File: config.mk
export PLATFORM = sky130hd
export DESIGN_NAME = gpx_regbank
export DESIGN_NICKNAME = d
export VERILOG_FILES = /design/src/rtl/gpx_pkg.sv /design/src/rtl/gpx_decode.sv /design/src/rtl/gpx_port_regs.sv /design/src/rtl/gpx_pad_ctrl.sv /design/src/rtl/gpx_regbank.sv
export SDC_FILE = /design/constraint.sdc
export NUM_CORES = 1
export LEC_CHECK = 0
export BUFFER_PORTS_ARGS = -buffer_cell sky130_fd_sc_hd__buf_2
export CAP_MARGIN = 15
export CORE_ASPECT_RATIO = 0.75
export CORE_MARGIN = 2
export CORE_UTILIZATION = 35
export CTS_CLUSTER_SIZE = 24
export DETAILED_ROUTE_END_ITERATION = 6
export GPL_ROUTABILITY_DRIVEN = 0
export PLACE_DENSITY = 0.67
export SLEW_MARGIN = 15
export SYNTH_ARGS = -nofsm -noshare
export SYNTH_HDL_FRONTEND = slang
export SYNTH_SLANG_ARGS = --single-unit
File: constraint.sdc
create_clock -name clk -period 1.9 [get_ports clk]
set_clock_uncertainty 0.15 [all_clocks]
set_input_delay 0.095 -clock clk [delete_from_list [all_inputs] [get_ports clk]]
set_output_delay 0.095 -clock clk [all_outputs]
set_load 0.1 [all_outputs]
File: src/rtl/gpx_pkg.sv
package gpx_pkg;
  localparam int PORT_W = 8;
  localparam int NPORTS = 2;
  localparam int NPINS  = PORT_W * NPORTS;

  localparam logic [7:0] A_IN0   = 8'h00;
  localparam logic [7:0] A_OUT0  = 8'h02;
  localparam logic [7:0] A_DIR0  = 8'h04;
  localparam logic [7:0] A_IRQ0  = 8'h06;
  localparam logic [7:0] A_ID    = 8'h10;
  localparam logic [7:0] A_CTL   = 8'h11;
  localparam logic [7:0] A_MODE0 = 8'h12;
  localparam logic [7:0] A_SRST  = 8'h7F;
  localparam int         CTL_PP_BIT = 4;

  typedef enum logic [3:0] {
    K_IN, K_OUT, K_DIR, K_IRQ, K_ID, K_CTL, K_MODE, K_SRST, K_HOLE
  } kind_e;

  function automatic kind_e addr_kind(input logic [7:0] a);
    if (a[7:1] == A_IN0[7:1])        return K_IN;
    else if (a[7:1] == A_OUT0[7:1])  return K_OUT;
    else if (a[7:1] == A_DIR0[7:1])  return K_DIR;
    else if (a[7:1] == A_IRQ0[7:1])  return K_IRQ;
    else if (a == A_ID)              return K_ID;
    else if (a == A_CTL)             return K_CTL;
    else if (a[7:1] == A_MODE0[7:1]) return K_MODE;
    else if (a == A_SRST)            return K_SRST;
    else                             return K_HOLE;
  endfunction

  // Returns {oe, level} for one pin.
  function automatic logic [1:0] pin_drive(input logic is_in, input logic lvl,
                                           input logic od);
    if (is_in)   return 2'b00;
    else if (od) return {~lvl, 1'b0};
    else         return {1'b1, lvl};
  endfunction
endpackage

File: src/rtl/gpx_decode.sv
module gpx_decode
  import gpx_pkg::*;
(
  input  logic              wr_en,
  input  logic [7:0]        addr,
  input  logic [7:0]        wdata,
  output kind_e             kind,
  output logic              port_sel,
  output logic [NPORTS-1:0] we_out,
  output logic [NPORTS-1:0] we_dir,
  output logic [NPORTS-1:0] we_irq,
  output logic [NPORTS-1:0] we_mode,
  output logic              we_ctl,
  output logic              soft_rst
);
  assign kind     = addr_kind(addr);
  assign port_sel = addr[0];
  assign we_ctl   = wr_en && (kind == K_CTL);
  assign soft_rst = wr_en && (kind == K_SRST) && (wdata == 8'h00);

  for (genvar p = 0; p < NPORTS; p++) begin : g_we
    localparam logic PSEL = p[0];
    assign we_out[p]  = wr_en && (kind == K_OUT)  && (port_sel == PSEL);
    assign we_dir[p]  = wr_en && (kind == K_DIR)  && (port_sel == PSEL);
    assign we_irq[p]  = wr_en && (kind == K_IRQ)  && (port_sel == PSEL);
    assign we_mode[p] = wr_en && (kind == K_MODE) && (port_sel == PSEL);
  end
endmodule

File: src/rtl/gpx_port_regs.sv
module gpx_port_regs
  import gpx_pkg::*;
(
  input  logic              clk,
  input  logic              rst_n,
  input  logic              soft_rst,
  input  logic              we_out,
  input  logic              we_dir,
  input  logic              we_irq,
  input  logic              we_mode,
  input  logic [PORT_W-1:0] wdata,
  output logic [PORT_W-1:0] out_q,
  output logic [PORT_W-1:0] dir_q,
  output logic [PORT_W-1:0] irq_q,
  output logic [PORT_W-1:0] mode_q
);
  always_ff @(posedge clk or negedge rst_n) begin
    if (!rst_n) begin
      out_q <= '0; dir_q <= '1; irq_q <= '0; mode_q <= '1;
    end else if (soft_rst) begin
      out_q <= '0; dir_q <= '1; irq_q <= '0; mode_q <= '1;
    end else begin
      if (we_out)  out_q  <= wdata;
      if (we_dir)  dir_q  <= wdata;
      if (we_irq)  irq_q  <= wdata;
      if (we_mode) mode_q <= wdata;
    end
  end

  // soft reset restores defaults one cycle later
  p_soft_defaults_r10: assert property (@(posedge clk) disable iff (!rst_n)
    soft_rst |=> (out_q == '0 && dir_q == '1 && irq_q == '0 && mode_q == '1));
endmodule

File: src/rtl/gpx_pad_ctrl.sv
module gpx_pad_ctrl
  import gpx_pkg::*;
#(
  parameter bit OD_CAPABLE = 1'b0
) (
  input  logic [PORT_W-1:0] dir_q,
  input  logic [PORT_W-1:0] out_q,
  input  logic              pp_sel,
  output logic [PORT_W-1:0] oe,
  output logic [PORT_W-1:0] lvl
);
  logic od_mode;
  if (OD_CAPABLE) begin : g_od
    assign od_mode = ~pp_sel;
  end else begin : g_pp
    assign od_mode = 1'b0;
    logic unused_pp;
    assign unused_pp = pp_sel;
  end

  for (genvar b = 0; b < PORT_W; b++) begin : g_pin
    logic [1:0] drv;
    assign drv    = pin_drive(dir_q[b], out_q[b], od_mode);
    assign oe[b]  = drv[1];
    assign lvl[b] = drv[0];
  end
endmodule

File: src/rtl/gpx_regbank.sv
module gpx_regbank
  import gpx_pkg::*;
#(
  parameter logic [7:0] ID_CODE = 8'h23
) (
  input  logic             clk,
  input  logic             rst_n,
  input  logic             wr_en,
  input  logic             rd_en,
  input  logic [7:0]       addr,
  input  logic [7:0]       wdata,
  output logic [7:0]       rdata,
  input  logic [NPINS-1:0] pin_in,
  output logic [NPINS-1:0] pad_oe,
  output logic [NPINS-1:0] pad_out,
  output logic [NPINS-1:0] irq_dis,
  output logic [NPINS-1:0] led_sel
);
  kind_e             kind;
  logic              port_sel;
  logic [NPORTS-1:0] we_out, we_dir, we_irq, we_mode;
  logic              we_ctl, soft_rst;

  gpx_decode u_dec (
    .wr_en(wr_en), .addr(addr), .wdata(wdata), .kind(kind), .port_sel(port_sel),
    .we_out(we_out), .we_dir(we_dir), .we_irq(we_irq), .we_mode(we_mode),
    .we_ctl(we_ctl), .soft_rst(soft_rst)
  );

  logic [7:0] ctl_q;
  always_ff @(posedge clk or negedge rst_n) begin
    if (!rst_n)        ctl_q <= 8'h00;
    else if (soft_rst) ctl_q <= 8'h00;
    else if (we_ctl)   ctl_q <= wdata;
  end

  logic [NPORTS-1:0][PORT_W-1:0] out_all, dir_all, irq_all, mode_all, in_all;

  for (genvar p = 0; p < NPORTS; p++) begin : g_port
    gpx_port_regs u_regs (
      .clk(clk), .rst_n(rst_n), .soft_rst(soft_rst),
      .we_out(we_out[p]), .we_dir(we_dir[p]), .we_irq(we_irq[p]), .we_mode(we_mode[p]),
      .wdata(wdata), .out_q(out_all[p]), .dir_q(dir_all[p]),
      .irq_q(irq_all[p]), .mode_q(mode_all[p])
    );
    gpx_pad_ctrl #(.OD_CAPABLE(p == 0)) u_pad (
      .dir_q(dir_all[p]), .out_q(out_all[p]), .pp_sel(ctl_q[CTL_PP_BIT]),
      .oe(pad_oe[p*PORT_W +: PORT_W]), .lvl(pad_out[p*PORT_W +: PORT_W])
    );
    assign in_all[p]                    = pin_in[p*PORT_W +: PORT_W];
    assign irq_dis[p*PORT_W +: PORT_W]  = irq_all[p];
    assign led_sel[p*PORT_W +: PORT_W]  = ~mode_all[p];
  end

  logic [7:0] rd_mux;
  always_comb begin
    case (kind)
      K_IN:    rd_mux = in_all[port_sel];
      K_OUT:   rd_mux = out_all[port_sel];
      K_DIR:   rd_mux = dir_all[port_sel];
      K_IRQ:   rd_mux = irq_all[port_sel];
      K_MODE:  rd_mux = mode_all[port_sel];
      K_ID:    rd_mux = ID_CODE;
      K_CTL:   rd_mux = ctl_q;
      default: rd_mux = 8'h00;
    endcase
  end

  always_ff @(posedge clk or negedge rst_n) begin
    if (!rst_n)     rdata <= 8'h00;
    else if (rd_en) rdata <= rd_mux;
  end

  // Named views for the assertions
  logic hole_wr, ro_wr;
  logic [4*NPINS+7:0] state_vec;
  assign hole_wr   = wr_en && (kind == K_HOLE);
  assign ro_wr     = wr_en && (kind == K_IN || kind == K_ID);
  assign state_vec = {out_all, dir_all, irq_all, mode_all, ctl_q};

  p_id_read_r4: assert property (@(posedge clk) disable iff (!rst_n)
    (rd_en && addr == A_ID) |=> rdata == ID_CODE);
  p_hole_read_r5: assert property (@(posedge clk) disable iff (!rst_n)
    (rd_en && kind == K_HOLE) |=> rdata == 8'h00);
  p_hole_write_r5: assert property (@(posedge clk) disable iff (!rst_n)
    hole_wr |=> $stable(state_vec));
  p_ro_write_r12: assert property (@(posedge clk) disable iff (!rst_n)
    ro_wr |=> $stable(state_vec));
  p_in_read_r3: assert property (@(posedge clk) disable iff (!rst_n)
    (rd_en && addr == A_IN0) |=> rdata == $past(pin_in[PORT_W-1:0]));
endmodule

# Word level (Yosys, flattened, before mapping)
# Cells that the tools add are included.
# W data, S select, Z words.
# classes
mux	61
eq_ne	14
n_lt_le_gt_ge	1
n_reduce_logical	27
n_bitwise	11
# op_table
op	count
$mux W8	28
$pmux W8 S7	1
$mux W2	24
$mux W4	8
$reduce_bool A2 Y1	9
$eq A4 B3 Y1 const B	4
$eq A8 B5 Y1 const B	2
$not A8 Y8	2
$logic_and A1 B1 Y1	15
$eq A7 B2 Y1 const B	2
$not A1 Y1	9
$eq A4 B2 Y1 const B	2
$eq A8 B7 Y1 const B	1
$logic_not A8 Y1	1
$eq A7 B1 Y1 const B	1
$eq A7 B4 Y1 const B	1
$logic_not A7 Y1	1
$eq A4 B1 Y1 const B	1
$logic_not A4 Y1	1
$lt A1 B2 Y1 const B	1
# totals
output_inout_bits	72
reg_bits	80
in_bits	36

# Longest topological paths before layout
# Gate-level depths: netlist of run 1.
# depth
ltp_word	14
mapped_depth	7

# Hierarchy
# From an unflattened synthesis of run 1, not the netlist that was laid out.
# unflattened
cells_unflattened	443
area_unflattened_um2	4593.2
# by_module_without_submodules
module	cells_per_inst	area_each_um2	instances
gpx_port_regs	103	1341.3	2
gpx_regbank	163	1460.2	1
gpx_decode	38	245.2	1
gpx_pad_ctrl at g_port[0].u_pad	20	125.1	1
gpx_pad_ctrl at g_port[1].u_pad	16	80.1	1

# Worst setup path before layout of run 1
# OpenSTA, ideal clock, no wires.
# synth_path
path_kind	reg2out
start	reg ctl_q[4]
end	out pad_out[0]
arrival_time_ns	2.897
stages_incl_launch_ff	4
slack_ns	-1.242
path_cell_list	dfrtp_1 inv_1 clkbuf_1 nor3b_1
# synth_between
elab_chain_len	2
# synth_rtl
element	line	text
start, declared	gpx_regbank.sv:30	logic [7:0] ctl_q;
start signal, assigned	gpx_regbank.sv:34	else if (we_ctl) ctl_q <= wdata;
$mux W2	gpx_pkg.sv:36	else if (od) return {~lvl, 1'b0};
$mux W2	gpx_pkg.sv:35	if (is_in) return 2'b00;
end, declared	gpx_regbank.sv:15	output logic [NPINS-1:0] pad_out,
# Every way passes these cells.

# Final worst setup path of run 1
# layout_path
start	in wdata[3]
end	reg g_port[1].u_regs.mode_q[2]
# layout_between
elab_chain_len	3
word_cells_on_any_way	4
# layout_rtl
element	line	text
start, declared	gpx_regbank.sv:11	input logic [7:0] wdata,
$logic_not A8 Y1 *	gpx_decode.sv:19	assign soft_rst = wr_en && (kind == K_SRST) && (wdata == 8'h00);
$logic_and A1 B1 Y1 *	gpx_decode.sv:19	
$mux W8 / $reduce_bool A2 Y1 (equally long branches)	-	
end signal, assigned	gpx_port_regs.sv:26	if (we_mode) mode_q <= wdata;
end, declared	gpx_port_regs.sv:15	output logic [PORT_W-1:0] mode_q
# Every way passes the cells marked *; elsewhere a longest branch is shown, timed or not.
# A chain may end at the register's enable or synchronous reset.

==> results of run 1 <==
-- how the worst max path moves through the flow --
stage | cells past startpoint | slack [ns] | to | start
6_report | 7 | 0.02 | g_port[1].u_regs.mode_q[2]$_DFFE_PN1P_ | wdata[3]
5_1_grt | 7 | -0.01 | g_port[1].u_regs.mode_q[2]$_DFFE_PN1P_ | wdata[3]
4_1_cts | 7 | 0.04 | ctl_q[4]$_DFFE_PN0P_ | wdata[4]
3_5_place_dp | 5 | 0.05 | g_port[1].u_regs.out_q[4]$_DFFE_PN0P_ | addr[3]
3_3_place_gp | 5 | 0.11 | g_port[1].u_regs.out_q[5]$_DFFE_PN0P_ | addr[3]
2_1_floorplan | 3 | -0.54 | pad_oe[0] | ctl_q[4]$_DFFE_PN0P_
-- state kept, by name, indices dropped and copies added (netlist names) --
name                  count
g_port.u_regs.dir_q      16
g_port.u_regs.irq_q      16
g_port.u_regs.mode_q     16
g_port.u_regs.out_q      16
ctl_q                     8
rdata                     8
-- synth_stat cells (all sizes together), types with 4 or more instances --
| cell type | number |
|---|---|
| nand2 | 84 |
| mux2i | 57 |
| dfrtp | 48 |
| o2bb2ai | 34 |
| dfstp | 32 |
| inv | 32 |
| clkbuf | 17 |
| buf | 16 |
| o21ai | 14 |
| nor2b | 13 |
| nor2 | 10 |
| nor3b | 9 |
| a21oi | 8 |
| nor3 | 8 |
| o22ai | 7 |
| mux4 | 6 |
| o221ai | 5 |
| nand3 | 4 |
| nor4 | 4 |
-- power breakdown --
group / internal (mW) / switching [mW]
combinational: 0.295 / 0.821
clock: 1.06 / 0.703
sequential: 1.81 / 0.0773
total: 3.16 / 1.60
-- timing repair --
item / in CTS / in global routing
endpoints found under the setup margin: 7 / 72
pin swaps: 0 / 1
cloned: 0 / 0
resized for setup: 1 / 6
setup buffers: 2 / 0
hold buffers: 4 / 0
hold endpoints to repair: 72 / 0
-- cell type report --
cell class	count	area, µm²	share of cell area
sequential	80	2042	0.3331
clock buffer	12	246.5	0.04020
tap	166	207.7	0.03388
multi-input combinational	302	2243	0.3659
timing repair buffer	152	1214	0.1980
inverter	32	123.9	0.02020
clock inverter	4	53.80	0.008776
-- through the flow --
stage	instances	utilization	instance area, µm²
after floorplan	447	-	4542
after global placement	726	0.4625	5732
after detailed placement	726	0.4625	5732
after CTS	748	0.4925	6103
after global routing	748	0.4947	6131
final	748	0.4947	6131
-- kinds of logic (layout without fill, tap and decap cells) --
kind of cell    count (synthesis)  count (layout)  synth area share
buf+inv                        65             200           0.06364
flops                          80              80            0.4555
mux                            63              63            0.1574
compound gates                 84              84            0.1404
simple gates                  155             155            0.1831
-- metal layers --
metal / track usage / part of all wire
met1: 0.3150 / 0.45
met2: 0.3253 / 0.43
met3: 0.07490 / 0.10
met4: 0.05668 / 0.013
met5: 0 / 0
==> out/qor.txt, run 1 <==
Max-Cap Viols - 0
Hold Crit Class - in2reg
Estimated wirelength of the detail-placed design - 10,990 µm
Die width - 134.7 µm
Worst r2r src - g_port[1].u_regs.dir_q[2]$_DFFE_PN1P_
CTS tree - yes
Reg2reg setup slack - 0.15 ns
CTS sink cnt - 80
R2R Path End - rdata[2]$_DFFE_PN0P_
Synth warn - 0
Number of synthesized flops with an enable pin - 0
Commonest cells after routing, fill and taps aside - 90 x buf_2, 84 x nand2_1, 57 x mux2i_1
Number of core rows - 35
Pwr Density - 776.6 mW/mm²
Top-area cell type share of the netlist area - 0.2679
Final critical-path share of the clock period - 0.9883
Max VDD drop - 0.4429 mV
Overall power - 4.761 mW
Die ar. - 0.01374 mm²
Sequential-to-total area share from yosys stat - 0.4555
Worst-Skew Late Latency - 0.34 ns
Largest net degree at the start of global routing - 46
DR pass1 iterations - 5
Syn Inst Count - 447
# nets final - 613
H-tree lvl count - 3
Number of antenna violations at the first check in global routing - 0
Cells along the critical path - dlygate4sd3_1, clkbuf_4, nor4_2, nand4_1, or4_4, buf_12, nand2_1
TNS Setup - 0 ns
Synth cell types - 49
Grt total ovfl - 0
Synth area leader - dfrtp_1
Max clock buf depth - 2
Die Height - 102.0 µm
Worst Hold Launch - wdata[6]
Critical path type - in2reg
CP max FO - 32
Synthesized Nets - 483
Post-Place Setup Slack - 0.05459 ns
Commonest non-fill, non-tap cell in the layout - buf_2
Slew @ Worst Pin - 0.4954 ns
Worst slew margin - 0.6603
Worst setup SP type - primary input
F_max - 532.5 MHz
Area Growth Syn to Fin - 36.76%
Leakage - 2.877 nW
Post-DRT Antenna Nets - 0
Via count - 4,173
Setup crit end kind - register
# fillers - 1,159
Final hold viol count - 0
Req. time, crit path - 2.03 ns
Vias/cell - 5.579
Worst Hold End - g_port[1].u_regs.out_q[6]$_DFFE_PN0P_
Mapped cell area - 0.004483 mm²
Avg Cell Area, Syn - 10.03 µm²
Hold Path Cell Cnt - 2
Final-report setup violation count - 0
Post-layout min period - 1.878 ns
Iter 0 DRT Violations - 430
Root Driver - clkbuf_16
Slew Viols, Final - 0
Initial core utilization - 0.3617
#FFs+latches synth - 80
Average wire per standard cell - 19.99 µm
Vias in the first global route - 4,004
First-pass GRT wire length - 22,960 µm
Worst setup margin - 0.02221 ns
Worst R2R Path Depth - 3
DRC violations left - 0
Number of diodes - 0
Port Buffers - 107
Number of buffers created by CTS - 9
Ranking of synthesized cells by area - dfrtp_1 27%, dfstp_2 19%, mux2i_1 13%, nand2_1 7.0%, o2bb2ai_1 6.6%
Worst EP arrival - 2.01 ns
WHS - 0.02925 ns
Delay-heaviest family, CP - buffers and inverters
Worst path bufs/invs - 3
Tot GR Track Use - 0.2217
Worst path max stage delay - 0.54 ns
Top FF cell, synth - dfrtp_1
Final WL - 14,950 µm
Ports - 108
Clk pin slew, worst setup/hold paths - 0.06 ns
Outcome - finished, final reports clean
Ratio of cells with drive above 1 in the final layout - 0.4003
Placeable core area - 0.01239 mm²
Fraction of registers with async set/reset - 1.000
Max stage delay cell, worst path - dlygate4sd3_1
(Power assumes the default switching activity.)
==> inputs of run 2 (changes only) <==
Settings changed: REMOVE_ABC_BUFFERS from default to 1.
==> run 2 against run 1 <==
Clock power decreased by 9%. Via count increased by 1.2%. Highest routed layer unchanged. Non-clock buffer count increased by 8. Wire length increased by 5.6%. Worst hold slack improved by 0.0039 ns. Global-route usage increased by 0.97 points. Setup slack got worse by 0.0048 ns. Largest cell class unchanged. Clock-buffer cell count unchanged.
==> out/qor.txt, run 2 (synthesis gave the netlist of run 1 again) <==
Max clock buf depth - 2
Slew Viols, Final - 0
Final WL - 15,790 µm
Post-layout min period - 1.883 ns
Post-Place Setup Slack - -0.07016 ns
Slew @ Worst Pin - 0.5057 ns
# nets final - 621
Via count - 4,224
Max-Cap Viols - 0
Critical path type - reg2out
Initial core utilization - 0.3617
Max VDD drop - 0.4159 mV
CTS sink cnt - 80
Iter 0 DRT Violations - 417
Vias/cell - 5.580
Setup crit end kind - output pin
Placeable core area - 0.01239 mm²
Estimated wirelength of the detail-placed design - 11,670 µm
Grt total ovfl - 0
First-pass GRT wire length - 23,640 µm
Final-report setup violation count - 0
Number of buffers created by CTS - 9
Unrepaired setup endpoints after global routing - yes
Final hold viol count - 0
CP max FO - 9
Average wire per standard cell - 20.86 µm
Ports - 108
Root Driver - clkbuf_16
Clk pin slew, worst setup/hold paths - 0.06 ns
Worst-Skew Late Latency - 0.35 ns
Commonest cells after routing, fill and taps aside - 92 x buf_2, 84 x nand2_1, 57 x mux2i_1
Final critical-path share of the clock period - 0.9908
Die width - 134.7 µm
Die Height - 102.0 µm
Overall power - 4.612 mW
Final std cells w/o fill - 757
TNS Setup - 0 ns
Number of antenna violations at the first check in global routing - 1
Final Cell Area - 0.006105 mm²
Number of core rows - 35
Leakage - 2.877 nW
Vias in the first global route - 4,071
DR pass1 iterations - 5
WHS - 0.03313 ns
H-tree lvl count - 3
Hold Crit Class - in2reg
F_max - 531.2 MHz
Pwr Density - 755.5 mW/mm²
Req. time, crit path - 1.65 ns
Post-DRT Antenna Nets - 0
Worst EP arrival - 1.64 ns
Worst slew margin - 0.6652
Ratio of cells with drive above 1 in the final layout - 0.3746
CTS tree - yes
Port Buffers - 107
Outcome - finished, final reports clean
Commonest non-fill, non-tap cell in the layout - buf_2
Util after Layout - 0.4926
DRC violations left - 0
Post-Place Cell Area - 0.005698 mm²
Largest net degree at the start of global routing - 41
Die ar. - 0.01374 mm²
Tot GR Track Use - 0.2314
DP Cell Count - 731
Worst setup margin - 0.01741 ns
Area Growth Syn to Fin - 36.17%
Worst setup SP type - register
## run 2: cell count changes in the layout (fill, tap and decap cells not counted), sizes merged
cell,previous run,this run
clkbuf,14,13
clkinvlp,3,4
dlygate4sd3,4,6
diode,0,1
bufinv,1,0
buf,146,153
## run 2: worst max-delay path: stages, from the launching register on
cell and delay, ns:
dfrtp_1 0.39, clkinvlp_4 0.13, buf_12 0.15, nor3b_1 0.38, buf_12 0.23
## run 2: report_power, final
group	switching [mW]	total (mW)	leakage, nW	internal [mW]
clock	0.710	1.60	0.119	0.888
sequential	0.0741	1.88	0.990	1.81
combinational	0.832	1.13	1.77	0.300
total	1.62	4.61	2.88	3.00
## run 2: metal layers
metal  GRT usage  wire length, µm  vias to the layer above  share of wire
li1            -                -                     1873              -
met1      0.3394             7263                     2088           0.46
met2      0.3526             6893                      250           0.44
met3     0.05010             1515                       13          0.096
met4     0.05101              119                        0         0.0075
met5           0                0                        -              0
## run 2: cell type report
cell class                      count  area, µm²
Fill cell                        1130       6289
Multi-Input combinational cell    302       2182
Sequential cell                    80       2042
Timing Repair Buffer              160       1279
Clock buffer                       12      236.5
Tap cell                          166      207.7
Inverter                           32      123.9
Clock inverter                      4      31.28
Antenna cell                        1      2.502
## run 2: final timing paths
path,startpoint,end,slack (ns),cells after the start
worst max-delay path,ctl_q[4]$_DFFE_PN0P_,pad_out[2],0.02,4
worst min-delay path,wdata[3],g_port[1].u_regs.out_q[3]$_DFFE_PN0P_,0.03,3
worst max register to register,g_port[0].u_regs.out_q[6]$_DFFE_PN0P_,rdata[6]$_DFFE_PN0P_,0.24,4
worst min register to register,ctl_q[3]$_DFFE_PN0P_,ctl_q[3]$_DFFE_PN0P_,0.38,2
max in group asynchronous,rst_n,g_port[0].u_regs.dir_q[0]$_DFFE_PN1P_,0.85,3
min in group asynchronous,rst_n,rdata[3]$_DFFE_PN0P_,0.07,2
## run 2: repair_timing
action | CTS | global route
setup endpoints to repair | 4 | 44
cloned | 0 | 1
hold endpoints to repair | 79 | 0
buffers inserted | 0 | 2
hold buffers | 6 | 0
resized for setup | 0 | 5
pin swaps | 0 | 1
